$ cat config.mk
export PLATFORM = sky130hd
export DESIGN_NAME = exc_ctrl_unit
export DESIGN_NICKNAME = d
export VERILOG_FILES = /design/src/rtl/exc_pkg.sv /design/src/rtl/exc_align_chk.sv /design/src/rtl/exc_prio.sv /design/src/rtl/exc_status_stack.sv /design/src/rtl/exc_ctrl_unit.sv
export SDC_FILE = /design/constraint.sdc
export NUM_CORES = 1
export LEC_CHECK = 0
export ABC_AREA = 1
export BUFFER_PORTS_ARGS = -buffer_cell sky130_fd_sc_hd__buf_2
export CORE_ASPECT_RATIO = 2
export CORE_MARGIN = 2
export CORE_UTILIZATION = 56
export CTS_BUF_LIST = sky130_fd_sc_hd__clkbuf_4 sky130_fd_sc_hd__clkbuf_8
export DETAILED_ROUTE_END_ITERATION = 10
export GPL_TIMING_DRIVEN = 0
export PLACE_DENSITY = 0.89
export SETUP_SLACK_MARGIN = 0.2
export SYNTH_ARGS = -nofsm -noshare
export SYNTH_HDL_FRONTEND = slang
export SYNTH_HIERARCHICAL = 1
export SYNTH_SLANG_ARGS = --single-unit
export TNS_END_PERCENT = 50
$ cat constraint.sdc
create_clock -name clk -period 4.7 [get_ports clk]
set_input_delay 0.705 -clock clk [delete_from_list [all_inputs] [get_ports clk]]
set_output_delay 0.705 -clock clk [all_outputs]
set_load 0.02 [all_outputs]
$ cat src/rtl/exc_pkg.sv
package exc_pkg;
  typedef enum logic [4:0] {
    CODE_IRQ     = 5'd0,
    CODE_ADDR_LD = 5'd4,
    CODE_ADDR_ST = 5'd5,
    CODE_SYSCALL = 5'd8,
    CODE_BREAK   = 5'd9,
    CODE_OVFL    = 5'd12
  } exc_code_e;

  localparam logic [4:0] RN_BADADDR = 5'd8;
  localparam logic [4:0] RN_STATUS  = 5'd12;
  localparam logic [4:0] RN_CAUSE   = 5'd13;
  localparam logic [4:0] RN_EPC     = 5'd14;

  localparam logic [1:0] SZ_BYTE = 2'd0;
  localparam logic [1:0] SZ_HALF = 2'd1;

  localparam int IM_LO   = 8;  // interrupt mask / pending low bit
  localparam int CODE_LO = 2;  // cause code low bit
endpackage

$ cat src/rtl/exc_align_chk.sv
module exc_align_chk
  import exc_pkg::*;
(
  input  logic       acc_valid,
  input  logic       acc_store,
  input  logic [1:0] acc_size,
  input  logic [1:0] acc_lsb,
  output logic       misaligned,
  output logic       err_store
);
  logic half_bad;
  logic word_bad;

  always_comb begin
    half_bad   = (acc_size == SZ_HALF) && acc_lsb[0];
    word_bad   = acc_size[1] && (acc_lsb != 2'b00);
    misaligned = acc_valid && (half_bad || word_bad);
    err_store  = acc_store;
  end
endmodule

$ cat src/rtl/exc_prio.sv
module exc_prio
  import exc_pkg::*;
#(
  parameter int XLEN = 32
) (
  input  logic            adr_err,
  input  logic            adr_store,
  input  logic [XLEN-1:0] mem_pc,
  input  logic            sys_req,
  input  logic            brk_req,
  input  logic            ovf_req,
  input  logic            irq_hit,
  input  logic [XLEN-1:0] ex_pc,
  output logic            take,
  output exc_code_e       code,
  output logic [XLEN-1:0] epc_val,
  output logic            is_addr
);
  always_comb begin
    take    = 1'b1;
    code    = CODE_IRQ;
    epc_val = ex_pc;
    is_addr = 1'b0;
    if (adr_err) begin
      is_addr = 1'b1;
      epc_val = mem_pc;
      code    = adr_store ? CODE_ADDR_ST : CODE_ADDR_LD;
    end else if (sys_req) begin
      code = CODE_SYSCALL;
    end else if (brk_req) begin
      code = CODE_BREAK;
    end else if (ovf_req) begin
      code = CODE_OVFL;
    end else if (irq_hit) begin
      code = CODE_IRQ;
    end else begin
      take = 1'b0;
    end
  end
endmodule

$ cat src/rtl/exc_status_stack.sv
module exc_status_stack
  import exc_pkg::*;
#(
  parameter int XLEN = 32,
  parameter int NIRQ = 6
) (
  input  logic            clk,
  input  logic            rst,
  input  logic            take,
  input  logic            rfe,
  input  logic            wr_en,
  input  logic [XLEN-1:0] wr_data,
  output logic [XLEN-1:0] status_q
);
  function automatic logic [XLEN-1:0] mk_mask();
    logic [XLEN-1:0] m;
    m = '0;
    for (int i = 0; i < 6; i++) m[i] = 1'b1;
    for (int i = 0; i < NIRQ; i++) m[IM_LO+i] = 1'b1;
    return m;
  endfunction

  localparam logic [XLEN-1:0] WMASK = mk_mask();

  always_ff @(posedge clk) begin
    if (rst) begin
      status_q <= '0;
    end else if (take) begin
      status_q[5:0] <= {status_q[3:0], 2'b00};
    end else if (rfe) begin
      status_q[5:0] <= {status_q[5:4], status_q[5:2]};
    end else if (wr_en) begin
      status_q <= wr_data & WMASK;
    end
  end
endmodule

$ cat src/rtl/exc_ctrl_unit.sv
module exc_ctrl_unit
  import exc_pkg::*;
#(
  parameter int              XLEN = 32,
  parameter int              NIRQ = 6,
  parameter logic [XLEN-1:0] VEC  = 32'h8000_0080
) (
  input  logic            clk,
  input  logic            rst,
  input  logic            mem_valid,
  input  logic            mem_store,
  input  logic [1:0]      mem_size,
  input  logic [XLEN-1:0] mem_addr,
  input  logic [XLEN-1:0] mem_pc,
  input  logic            ex_syscall,
  input  logic            ex_break,
  input  logic            ex_ovf,
  input  logic [XLEN-1:0] ex_pc,
  input  logic [NIRQ-1:0] irq,
  input  logic            rfe_en,
  input  logic            mt_en,
  input  logic [4:0]      mt_num,
  input  logic [XLEN-1:0] mt_data,
  input  logic [4:0]      mf_num,
  output logic [XLEN-1:0] mf_data,
  output logic            redirect_valid,
  output logic [XLEN-1:0] redirect_pc
);
  logic            adr_err, adr_store;
  logic            take, is_addr, irq_hit;
  exc_code_e       sel_code;
  logic [XLEN-1:0] sel_epc;
  logic [XLEN-1:0] status_q;
  logic [NIRQ-1:0] hit_vec;
  logic [4:0]      code_q;
  logic [NIRQ-1:0] pend_q;
  logic [XLEN-1:0] epc_q, bad_q, cause_rd;

  exc_align_chk u_align (
    .acc_valid (mem_valid),
    .acc_store (mem_store),
    .acc_size  (mem_size),
    .acc_lsb   (mem_addr[1:0]),
    .misaligned(adr_err),
    .err_store (adr_store)
  );

  for (genvar gi = 0; gi < NIRQ; gi++) begin : g_irq
    assign hit_vec[gi] = irq[gi] & status_q[IM_LO+gi];
  end
  assign irq_hit = status_q[0] & (|hit_vec);

  exc_prio #(.XLEN(XLEN)) u_prio (
    .adr_err  (adr_err),
    .adr_store(adr_store),
    .mem_pc   (mem_pc),
    .sys_req  (ex_syscall),
    .brk_req  (ex_break),
    .ovf_req  (ex_ovf),
    .irq_hit  (irq_hit),
    .ex_pc    (ex_pc),
    .take     (take),
    .code     (sel_code),
    .epc_val  (sel_epc),
    .is_addr  (is_addr)
  );

  exc_status_stack #(.XLEN(XLEN), .NIRQ(NIRQ)) u_status (
    .clk     (clk),
    .rst     (rst),
    .take    (take),
    .rfe     (rfe_en),
    .wr_en   (mt_en && (mt_num == RN_STATUS)),
    .wr_data (mt_data),
    .status_q(status_q)
  );

  always_ff @(posedge clk) begin
    if (rst) begin
      code_q <= '0;
      pend_q <= '0;
      epc_q  <= '0;
      bad_q  <= '0;
    end else begin
      pend_q <= irq;
      if (take) begin
        code_q <= sel_code;
        epc_q  <= sel_epc;
        if (is_addr) bad_q <= mem_addr;
      end
    end
  end

  always_comb begin
    cause_rd = '0;
    cause_rd[CODE_LO +: 5]  = code_q;
    cause_rd[IM_LO +: NIRQ] = pend_q;
  end

  always_ff @(posedge clk) begin
    if (rst) begin
      mf_data        <= '0;
      redirect_valid <= 1'b0;
      redirect_pc    <= '0;
    end else begin
      redirect_valid <= take;
      redirect_pc    <= take ? VEC : '0;
      case (mf_num)
        RN_BADADDR: mf_data <= bad_q;
        RN_STATUS:  mf_data <= status_q;
        RN_CAUSE:   mf_data <= cause_rd;
        RN_EPC:     mf_data <= epc_q;
        default:    mf_data <= '0;
      endcase
    end
  end
endmodule

Yosys cells after proc, flatten, opt, wreduce, memory -nomap -nowiden
Cells that the tools add are included.
Widths: inputs -> output; s select.

cells by class
  eq/ne operators = 7
  muxes and demuxes = 17
  bitwise gates (word level) = 9
  reductions and logical operators = 14

operators by type and width
  kind                count
  $pmux 32 s4         1
  $mux 32             2
  $eq 5x4->1 const B  5
  $mux 6              3
  $mux 5              3
  $and 1x1->1         7
  $mux 1              7
  $reduce_bool 2->1   3
  $reduce_or 6->1     1
  $logic_and 1x1->1   4
  $mux 4              1
  $reduce_and 2->1    2
  $reduce_and 3->1    1
  $reduce_bool 3->1   1
  $eq 2x1->1 const B  1
  $ne 2x1->1 const B  1
  $not 1->1           2
  $reduce_or 2->1     1
  $logic_or 1x1->1    1

storage, ports and cells
  register bits after elaboration = 152
  output and inout bits = 65
  logic and storage cells = 58

Depth between registers and ports, before layout
Gate-level depths: netlist of the first run.

  word-level depth = 10
  depth in mapped cells = 11
  gate-level depth less buffers = 10

Cells and area by module
Netlist of the first run, hierarchy kept.

modules (own cells, without submodules)
  module            times used  cells each  area each (um^2)
  exc_ctrl_unit     1           653         4728.3
  exc_status_stack  1           108         742.0
  exc_prio          1           119         576.8
  exc_align_chk     1           4           21.3

Worst setup path before layout of the first run
Ideal clock, no wire load.

  path type = input to register
  start = input port mem_size[0]
  end = register bad_q[10]
  library setup time = 64 ps
  data arrival time = 2188 ps
  data required time = 4636 ps
  path slack = 2448 ps
  cell stages on the path = 10
  buffers on the path = 3
  cell sequence = o21ai_0 nor2_1 buf_6 nor2_1 nand3_1 buf_4 nand2_1 clkbuf_1 o21ai_0 nor2_1

between the ends
  longest elaborated chain between the ends = 6
  elaborated cells on any way between the ends = 7
  those cells by class = eq/ne (1); mux (2); reduce/logical (4)

RTL lines
  item                               line                 RTL
  start, declared                    exc_ctrl_unit.sv:12  input logic [1:0] mem_size,
  $eq 2x1->1                         exc_align_chk.sv:15  half_bad = (acc_size == SZ_HALF) && acc_lsb[0];
  $logic_and 1x1->1                  exc_align_chk.sv:15
  $logic_or 1x1->1                   exc_align_chk.sv:17  misaligned = acc_valid && (half_bad || word_bad);
  $logic_and 1x1->1                  exc_align_chk.sv:17
  net adr_err                        exc_ctrl_unit.sv:29  logic adr_err, adr_store;
  $mux 1                             exc_prio.sv:24       if (adr_err) begin
  net take                           exc_ctrl_unit.sv:30  logic take, is_addr, irq_hit;
  $reduce_and 2->1 (no source line)  n/a
  end signal, assigned               exc_ctrl_unit.sv:89  if (is_addr) bad_q <= mem_addr;
  end, declared                      exc_ctrl_unit.sv:37  logic [XLEN-1:0] epc_q, bad_q, cause_rd;

The timed path passes the listed nets, and every way through them passes these cells.
A chain may end at the register's enable or synchronous reset.

Worst setup path after layout of the first run
  start = input port mem_addr[1]
  end = register bad_q[14]

between the ends
  longest elaborated chain between the ends = 6
  elaborated cells on any way between the ends = 7
  those cells by class = mux (2); reduce/logical (5)

RTL lines
  item                               line                 RTL
  start, declared                    exc_ctrl_unit.sv:13  input logic [XLEN-1:0] mem_addr,
  $reduce_bool 2->1                  exc_align_chk.sv:16  word_bad = acc_size[1] && (acc_lsb != 2'b00);
  $logic_and 1x1->1                  exc_align_chk.sv:16
  $logic_or 1x1->1                   exc_align_chk.sv:17
  $logic_and 1x1->1                  exc_align_chk.sv:17
  net adr_err                        exc_ctrl_unit.sv:29
  $mux 1                             exc_prio.sv:24
  net take                           exc_ctrl_unit.sv:30
  $reduce_and 2->1 (no source line)  n/a

The timed path passes the listed nets, and every way through them passes these cells.

==> flow_summary_export.csv, run 1 <==
group,metric,value,unit
route,drt_iter0_markers,505,
route,totalWireLength,18.0,mm
min_path,min_path_type,"in -> reg",
die,die_y,151,um
cts,h-tree-depth,4,
route,route.met3.wl,1.07,mm
sta,layout_setup_ws,2.14,ns
run,maxCapViolCount,0,
route,drtPass1Iterations,5,
cts,clk_path_buf_depth,2,
yosys,yosysSeqAreaShare,39.6,%
setup_path,r2r-start,"u_status/status_q[10]",
die,design.core.area,0.0105,mm^2
setup_path,startpoint_type,"primary input",
yosys,ys_warn_count,6,
setup_path,critPathMaxStageDelay,0.38,ns
setup_path,worst_path_most_repeated_cell,"nor2_1",
min_path,worstHoldStart,"rst",
route,wl_per_cell,14.2,um
sta,hold_ws,0.474,ns
route,top_layer_used,"met4",
sta,min_period_over_period,54.5,%
die,start_util,57.6,%
setup_path,crit_fanout,10,
setup_path,worstSetupPathType,"in -> reg",
route,drc,0,
yosys,synth_area,0.00607,mm^2
final_layout,final_cells,1268,
placed_design,dp.cells,1237,
global_routing,grt_pass1_vias,5999,
global_routing,antenna_found_initial,0,
yosys,synth-seq-cells,120,
power,p_per_area,319,mW/mm^2
sta,setup_tns,0,ns
sta,drv_slew,0,
run_status,status,"finished, final reports clean",
cts,postCtsHoldBufs,0,
cts,cts_tree,"built",
cts,ctsResizeCount,0,
yosys,syn_avg_cell_area,6.86,um^2
global_routing,grt_pass1_wl,27.1,mm
cts,cts_made_buffers,17,
route,drtAntennaViolNets,0,
cts,cts.sinks,120,
route,vias,6470,
final_layout,fin_nets,1274,
setup_path,worst_ep_arrival_time,2.89,ns
setup_path,crit_start,"mem_addr[1]",
die,die_w,77.6,um
setup_path,cp_slowest_cell,"nand3_1",
global_routing,grt.overflow.total,0,
yosys,yosysUniqueCellTypes,28,
route,via_per_inst,5.10,
final_layout,drive_above_1_share,28.8,%
global_routing,grt_max_degree,17,
final_layout,areaGrowthSynthToFinish,26.4,%
cts,postCtsSetupRepairBufs,0,
setup_path,end_kind,"flop",
sta,skew,0.00852,ns
power,power.leakage,4.17,nW
setup_path,required,5.03,ns
route,wl_met2,9.96,mm
cts,path_clk_slew,0.07,ns
placed_design,portBuffers,167,
die,ioPinCount,220,
placed_design,finalWeightedCongestion,0.896,
die,die_area,0.0117,mm^2
power,vdd_drop_max,0.262,mV
cts,clockRootBuffer,"clkbuf_8",
global_routing,track_usage,30.3,%
placed_design,dp.final_hpwl,13.8,mm
final_layout,multi_input_area,0.00287,mm^2
final_layout,fillers,873,
route,met1Wirelength,5.93,mm
power,power.total,2.44,mW
final_layout,antenna_cells,0,
setup_path,crit_chain,"buf_2 -> a21oi_1 -> nor2_1 -> buf_6 -> nor2_1 -> nand3_1 -> buf_4 -> nand2_1 -> clkbuf_1 -> o21ai_0 -> nor2_1",
die,num_rows,53,
placed_design,post-place-ws,1.74,ns
cts,clk_latency,0.44,ns
sta,finalCriticalPeriod,2.56,ns
yosys,syn_inst,884,
sta,rsz0062_at_grt,"false",
sta,max_freq,0.391,GHz
final_layout,regArea,0.00240,mm^2
sta,hold_viol_final,0,
sta,finalSetupViolations,0,
## worst paths after layout
check / end / slack (ns) / depth (start not counted)
worst max register to register: bad_q[22] / 2.24 / 10
worst max-delay path: bad_q[14] / 2.14 / 11
worst min register to register: bad_q[10] / 0.50 / 2
worst min-delay path: u_status/status_q[2] / 0.47 / 2
## metrics by stage
step                      utilization (%)  instance area, um^2
after floorplan                         -                 6250
after global placement               68.9                 7260
after detailed placement             68.9                 7260
after CTS                            72.7                 7670
after global routing                 72.7                 7670
final                                72.7                 7670
## cell usage in the layout (no fill, tap or decap)
cell and instances:
nor2_2 1, buf_4 64, clkbuf_1 16, bufinv_16 3, nand2_1 163, a21oi_1 2
o21a_1 1, clkinv_1 2, conb_1 52, inv_1 44, nand2_4 1, nor2_4 5
nand4_1 56, clkbuf_8 23, buf_6 4, nand2_2 18, clkinv_2 7, o21ai_0 76
o21ai_2 1, clkinv_4 1, dfxtp_1 120, buf_8 1, clkbuf_2 1, inv_8 1
buf_2 192, clkbuf_4 1, nor3_1 1, inv_2 2, nor2_1 190, nand3_1 81
buf_1 1
## state kept, by name, indices dropped and copies added, names as in the netlist
| name | cells |
|---|---|
| redirect_pc | 1 |
| u_status/status_q | 12 |
| bad_q | 32 |
| pend_q | 6 |
| epc_q | 32 |
| code_q | 5 |
| mf_data | 32 |
## kinds of logic after synthesis
family,Yosys count,share of synthesized area [%]
other,3,0.186
buffers and inverters,165,16.1
AOI/OAI and AO/OA,80,6.70
and+or+nand+nor,516,37.4
DFF,120,39.6
## power breakdown
part,internal (mW),leakage (nW),total (mW),switching [mW]
Sequential,1.07,0.985,1.11,0.0353
Combinational,0.152,2.96,0.368,0.215
Clock,0.563,0.218,0.970,0.407
Total,1.79,4.17,2.44,0.658
## critical path, delay by kind of cell
family | cells | cell delay (ns)
AND/OR/NAND/NOR | 5 | 1.03
buffers and inverters | 4 | 0.83
AO/OA/AOI/OAI | 2 | 0.31
## cell usage after synthesis
master / n / share of area (%)
a21oi_1: 2 / 0.16
buf_1: 1 / 0.062
buf_2: 25 / 2.1
buf_4: 64 / 7.9
buf_6: 4 / 0.74
buf_8: 1 / 0.25
clkbuf_1: 16 / 0.99
clkbuf_2: 1 / 0.082
clkbuf_8: 3 / 0.68
clkinv_1: 2 / 0.12
clkinv_4: 1 / 0.14
conb_1: 3 / 0.19
dfxtp_1: 120 / 40
inv_1: 44 / 2.7
inv_2: 2 / 0.12
inv_8: 1 / 0.19
nand2_1: 163 / 10
nand2_2: 18 / 1.9
nand2_4: 1 / 0.19
nand3_1: 81 / 6.7
nand4_1: 56 / 5.8
nor2_1: 190 / 12
nor2_2: 1 / 0.10
nor2_4: 5 / 0.93
nor3_1: 1 / 0.082
o21a_1: 1 / 0.12
o21ai_0: 76 / 6.3
o21ai_2: 1 / 0.14
## layer usage
| layer | up-vias | GRT usage (%) |
|---|---|---|
| li1 | 3201 | - |
| met2 | 321 | 59.6 |
| met1 | 2875 | 27.0 |
| met3 | 73 | 5.60 |
| met5 | - | 0 |
| met4 | 0 | 20.3 |
## area by class of cell
class / count / share of cell area [%]
clock buffers: 21 / 3.69
multi-input cells: 648 / 37.5
repair buffers: 167 / 10.9
well taps: 137 / 2.24
flip-flops and latches: 120 / 31.3
inverters: 50 / 2.61
clock inverters: 10 / 1.63
plain buffers: 115 / 10.1
Note: power is estimated with default switching activity, not from simulation.
==> inputs of run 2 (changes only) <==
- ABC_AREA: 1 -> 0
- CORE_UTILIZATION: 56 -> 46
- PLACE_DENSITY: 0.89 -> 0.78
- clock period: 4.7 -> 2.3 ns (I/O delays scaled with it)
==> run 2 against run 1 <==
Net effect:
- first-iteration DRC count down 60%
- critical endpoint is now epc_q[11]
- register-to-register slack worse by 1.9 ns
- cell count down 20%
- largest power group unchanged
- combinational power up 100%
- sequential share of layout area up 0.43 points
- highest routed layer unchanged
- critical path depth down 3
- global-route usage down 7.6 points
- sequential cell count unchanged
- area after synthesis down 2.4%
- largest cell class unchanged
- routed wire length down 12%
==> flow_summary_export.csv, run 2 <==
group,metric,value,unit
final_layout,antenna_cells,0,
yosys,synth-seq-cells,120,
yosys,synth_top_cells_by_count,"dfxtp_1, nand2_1, buf_4",
sta,drv_slew,0,
sta,tightest_slew,0.550,ns
yosys,syn_avg_cell_area,9.49,um^2
cts,cts_tree,"built",
setup_path,critPathMaxStageDelay,0.44,ns
setup_path,rr_worst_depth,8,
sta,rsz0062_at_grt,"false",
power,power.leakage,3.63,nW
sta,skew,0.00638,ns
yosys,synth_area,0.00592,mm^2
global_routing,grt.overflow.total,0,
setup_path,worstSetupPathType,"reg -> reg",
die,start_util,47.2,%
min_path,min_path_type,"in -> reg",
yosys,yosysUniqueCellTypes,45,
placed_design,dp.final_hpwl,12.4,mm
cts,clockRootBuffer,"clkbuf_8",
sta,hold_viol_final,0,
yosys,yosysMostFrequentCell,"dfxtp_1",
run,maxCapViolCount,0,
yosys,yosys.area.top_type,"dfxtp_1",
global_routing,grt_pass1_wl,24.2,mm
die,die_area,0.0139,mm^2
sta,finalCriticalPeriod,1.94,ns
setup_path,cp_slowest_cell,"dfxtp_1",
cts,postCtsSetupRepairBufs,0,
cts,path_clk_slew,0.07,ns
setup_path,reg2reg_to,"epc_q[11]",
setup_path,crit_chain,"inv_1 -> a31oi_1 -> nor2_1 -> nand2_2 -> buf_4 -> buf_4 -> mux2i_1 -> nor2_1",
global_routing,grt_pass1_vias,4862,
setup_path,r2r_slack,0.36,ns
final_layout,areaGrowthSynthToFinish,27.7,%
placed_design,portBuffers,166,
power,vdd_drop_max,0.429,mV
sta,min_period_over_period,84.1,%
yosys,yosys.area.top_type_share,40.6,%
yosys,synth_ff_type,"dfxtp_1",
global_routing,track_usage,22.6,%
final_layout,drive_above_1_share,40.0,%
final_layout,layout_common_cells,"buf_2, dfxtp_1, nand2_1, buf_4, conb_1",
final_layout,fillers,1148,
power,clock_power_share,40.5,%
yosys,syn_inst,624,
min_path,worstHoldStart,"irq[3]",
setup_path,startpoint_type,"flop",
setup_path,cp_num_buf_inv,3,
route,totalWireLength,15.9,mm
final_layout,multi_input_area,0.00298,mm^2
route,vias,5149,
setup_path,crit_start,"u_status/status_q[0]",
placed_design,finalWeightedCongestion,0.971,
setup_path,crit_fanout,10,
setup_path,worst_ep_arrival_time,2.25,ns
route,via_per_inst,5.05,
final_layout,final_cells,1020,
setup_path,r2r-start,"u_status/status_q[0]",
final_layout,regArea,0.00240,mm^2
die,design.core.area,0.0126,mm^2
die,ioPinCount,220,
setup_path,required,2.62,ns
power,seqPwrFrac,44.6,%
final_layout,reg_top3,"bad_q: 32 flops, epc_q: 32 flops, mf_data: 32 flops",
power,power_switching,1.25,mW
sta,finalSetupViolations,0,
die,num_rows,58,
placed_design,dp.cells,989,
route,drtPass1Iterations,5,
route,drt_iter0_markers,200,
cts,h-tree-depth,4,
die,die_w,84.2,um
power,p_comb_share,14.9,%
final_layout,layout_commonest_cell,"buf_2",
cts,clk_path_buf_depth,2,
power,p_per_area,658,mW/mm^2
cts,cts.sinks,120,
setup_path,crit_path_end,"epc_q[11]",
route,drc,0,
setup_path,end_kind,"flop",
global_routing,grt_max_degree,17,
yosys,ys_warn_count,6,
global_routing,antenna_found_initial,0,
yosys,yosys-top-cells-area,"dfxtp_1, mux2i_1, buf_4",
sta,slew_headroom,63.3,%
cts,cts_made_buffers,17,
run_status,status,"finished, final reports clean",
yosys,yosysSeqAreaShare,40.6,%
cts,clk_latency,0.45,ns
final_layout,fin_nets,1013,
setup_path,cpLargestDelayFamily,"buffers and inverters",
placed_design,post-place-ws,-0.463,ns
setup_path,path_depth,8,
route,drtAntennaViolNets,0,
sta,setup_tns,0,ns
sta,max_freq,0.517,GHz
power,p_int,3.72,mW
power,swShare,25.2,%
die,die_y,164,um
sta,layout_setup_ws,0.365,ns
power,power.total,4.98,mW
yosys,async_reset_ff_share,0,%
yosys,synth_edf_count,0,
route,wl_per_cell,15.6,um
-- run 2: final cells by class --
cell class | count | share of cell area, %
sequential | 120 | 31.8
buffer | 106 | 9.61
clock buffer | 23 | 3.94
clock inverter | 8 | 1.59
multi-input combinational | 443 | 39.4
inverter | 4 | 0.199
timing repair buffer | 166 | 11.0
tap | 150 | 2.48
-- run 2: cell families (layout without fill, tap and decap cells) --
logic type	count (synthesis)	in the layout	share of synthesized area, %
other	3	52	0.190
AO/OA/AOI/OAI	91	91	10.5
buffers and inverters	110	307	12.2
flip-flops	120	120	40.6
AND/OR/NAND/NOR	193	193	15.6
multiplexers	106	106	20.8
adder cells (fa/ha/maj)	1	1	0.169
-- run 2: how the worst min path moves through the flow --
stage / end / cells after the start
global route: u_status/status_q[13] / 3
global placement: bad_q[5] / 2
detailed placement: bad_q[0] / 2
finish: pend_q[3] / 2
CTS: pend_q[3] / 2
floorplan: bad_q[2] / 2
-- run 2: timing repair --
item                                    CTS  global route
endpoints found under the setup margin   49            51
resized for setup                         5            13
hold buffers                              0             0
pin swaps                                 0             0
-- run 2: power by group through the flow --
stage | Clock, mW | Sequential, mW | Combinational (mW)
after floorplan | 0 | 2.25 | 0.510
after global placement | 0 | 2.26 | 0.721
after detailed placement | 0 | 2.26 | 0.732
after CTS | 2.02 | 2.22 | 0.737
after global routing | 2.10 | 2.23 | 0.810
final | 2.02 | 2.22 | 0.742
-- run 2: per-stage QoR --
stage	util, %	cell area [um^2]	hold WS, ns
floorplan	-	6110	0.432
global placement	56.7	7120	0.441
detailed placement	56.7	7120	0.447
CTS	60.2	7550	0.125
global route	60.2	7560	0.143
finish	60.2	7560	0.126
-- run 2: layer usage --
metal	track usage [%]	wire, um	vias to the layer above	share of wire [%]
met1	22.1	5480	2350	34
li1	-	-	2550	-
met4	11.8	617	0	3.9
met3	4.60	927	42	5.8
met2	43.7	8910	207	56
met5	0	0	-	0
==> inputs of run 3 (changes only) <==
- ABC_AREA: 0 -> 1
- CORE_UTILIZATION: 46 -> 47
- PLACE_DENSITY: 0.78 -> 0.79
- clock period: 2.3 -> 1.6 ns (I/O delays scaled with it)
==> run 3 against run 2 <==
Net effect:
- the run now ends with negative setup slack left
- cell area grew 5.9%
- cell count grew 27%
- via count grew 24%
- count of clock-buffer cells in the layout is the same
- combinational power grew 60%
- utilization grew 3.2 points
- clock skew grew 0.0021 ns
- first-iteration DRC count grew 98%
==> flow_summary_export.csv, run 3 (same netlist as run 1, synthesis figures left out) <==
group,metric,value,unit
power,power.leakage,4.28,nW
sta,drv_slew,0,
global_routing,track_usage,26.6,%
run_status,violations,"negative setup slack",
sta,max_freq,0.564,GHz
final_layout,final_util,63.4,%
setup_path,worst_path_most_repeated_cell,"nand2_1",
run,maxCapViolCount,0,
sta,min_period_over_period,111,%
die,start_util,48.1,%
final_layout,layout_common_cells,"buf_2, nor2_1, nand2_1, dfxtp_1, nand3_1",
cts,clk_latency,0.44,ns
route,drc,0,
min_path,worstHoldStart,"irq[5]",
setup_path,reg2reg_to,"bad_q[15]",
die,design.core.area,0.0126,mm^2
final_layout,drive_above_1_share,32.6,%
sta,layout_setup_ws,-0.172,ns
setup_path,cp_slowest_cell,"dfxtp_1",
min_path,min_to,"pend_q[5]",
cts,cts_tree,"built",
power,vdd_drop_max,0.662,mV
global_routing,grt_pass1_wl,28.5,mm
sta,setup_tns,-5.47,ns
sta,skew,0.00848,ns
global_routing,antenna_found_initial,0,
sta,finalSetupViolations,69,
setup_path,crit_chain,"nand2_1 -> nand2_1 -> o21a_1 -> nor2_4 -> nand3_4 -> buf_8 -> nand2_8 -> clkbuf_8 -> o21ai_0 -> nor2_1",
setup_path,worstSetupPathType,"reg -> reg",
sta,hold_viol_final,0,
route,vias,6380,
cts,path_clk_slew,0.06,ns
setup_path,crit_fanout,10,
die,ioPinCount,220,
global_routing,grt_pass1_vias,6171,
placed_design,dp.final_hpwl,14.5,mm
route,via_per_inst,4.93,
setup_path,worst_ep_arrival_time,2.09,ns
cts,cts_made_buffers,17,
die,num_rows,58,
route,drtPass1Iterations,5,
min_path,hold_depth,3,
final_layout,fin_nets,1286,
setup_path,end_kind,"flop",
setup_path,startpoint_type,"flop",
power,power.total,7.04,mW
placed_design,portBuffers,167,
setup_path,r2r-start,"u_status/status_q[12]",
final_layout,antenna_cells,0,
route,drt_iter0_markers,395,
global_routing,grt_max_degree,17,
die,die_w,84.3,um
cts,clockRootBuffer,"clkbuf_8",
route,drtAntennaViolNets,0,
sta,rsz0062_at_grt,"true",
cts,h-tree-depth,4,
cts,cts.sinks,120,
setup_path,critPathMaxStageDelay,0.41,ns
cts,clk_path_buf_depth,2,
min_path,min_path_type,"in -> reg",
run_status,status,"complete, but fails checks",
die,die_y,165,um
placed_design,finalWeightedCongestion,0.907,
final_layout,reg_top3,"bad_q: 32 flops, epc_q: 32 flops, mf_data: 32 flops",
power,p_per_area,879,mW/mm^2
sta,finalCriticalPeriod,1.77,ns
final_layout,fillers,1188,
route,totalWireLength,18.6,mm
setup_path,rr_worst_depth,10,
die,die_area,0.0139,mm^2
setup_path,r2r_slack,-0.17,ns
route,wl_per_cell,14.4,um
global_routing,grt.overflow.total,0,
final_layout,areaGrowthSynthToFinish,32.0,%
final_layout,layout_commonest_cell,"buf_2",
setup_path,required,1.92,ns
==> run 3: cell count changes in the layout (fill, tap and decap cells not counted), moves of 40 or more <==
cell     before  now
nor2_1       47  167
nand2_1      69  162
nand3_1      18   80
nand4_1       0   56
mux2i_1      46    0
o21ai_0       7   50
inv_1         3   43
==> run 3: report_power, final <==
part	internal [mW]	switching, mW	total [mW]	leakage (nW)
clock network	1.43	1.16	2.59	0.197
registers	3.15	0.112	3.26	0.987
logic	0.520	0.672	1.19	3.10
total	5.10	1.94	7.04	4.28
==> run 3: per-layer routing <==
layer | up-vias | wire (um) | track usage, %
li1 | 3231 | - | -
met1 | 2824 | 6240 | 24.2
met2 | 251 | 10400 | 52.4
met3 | 74 | 838 | 4.45
met4 | 0 | 1140 | 17.2
met5 | - | 0 | 0
==> run 3: worst max-delay path by stage <==
| stage | start | endpoint | slack, ns | cells after the start |
|---|---|---|---|---|
| 2_1_floorplan | u_status/status_q[10] | bad_q[10] | 0.08 | 11 |
| 3_3_place_gp | mem_addr[1] | bad_q[7] | -0.50 | 11 |
| 3_5_place_dp | mem_addr[1] | bad_q[7] | -0.51 | 11 |
| 4_1_cts | u_status/status_q[11] | bad_q[20] | -0.14 | 11 |
| 5_1_grt | u_status/status_q[12] | bad_q[15] | -0.25 | 10 |
| 6_report | u_status/status_q[12] | bad_q[15] | -0.17 | 10 |
==> run 3: critical path: cells and delay by family, from the launching register on <==
kind	cells	cell delay (ns)
compound gates	2	0.47
simple gates	6	0.46
flops	1	0.41
buf+inv	2	0.31
==> run 3: layout make-up <==
type	count	area [um^2]	area share (%)
Sequential cell	120	2410	30.1
Multi-Input combinational cell	648	2980	37.1
Buffer	114	886	11.1
Clock buffer	23	310	3.87
Tap cell	150	188	2.34
Timing Repair Buffer	180	963	12.0
Inverter	50	210	2.62
Clock inverter	8	70.1	0.875
==> run 3: metrics by stage <==
stage	setup WS (ns)	hold WS (ns)	instances	cell area [um^2]
floorplan	0.0777	0.312	933	6310
global placement	-0.499	0.454	1250	7340
detailed placement	-0.507	0.447	1250	7340
CTS	-0.138	0.0248	1292	7910
global route	-0.251	0.0254	1293	8010
finish	-0.172	0.0349	1293	8010
==> run 3: repair_timing <==
action | in CTS | in global routing
buffers inserted | 8 | 1
hold endpoints to repair | 2 | 0
gates cloned | 3 | 0
resized for setup | 43 | 46
pin swaps | 10 | 27
hold buffers | 1 | 0
endpoints found under the setup margin | 82 | 82
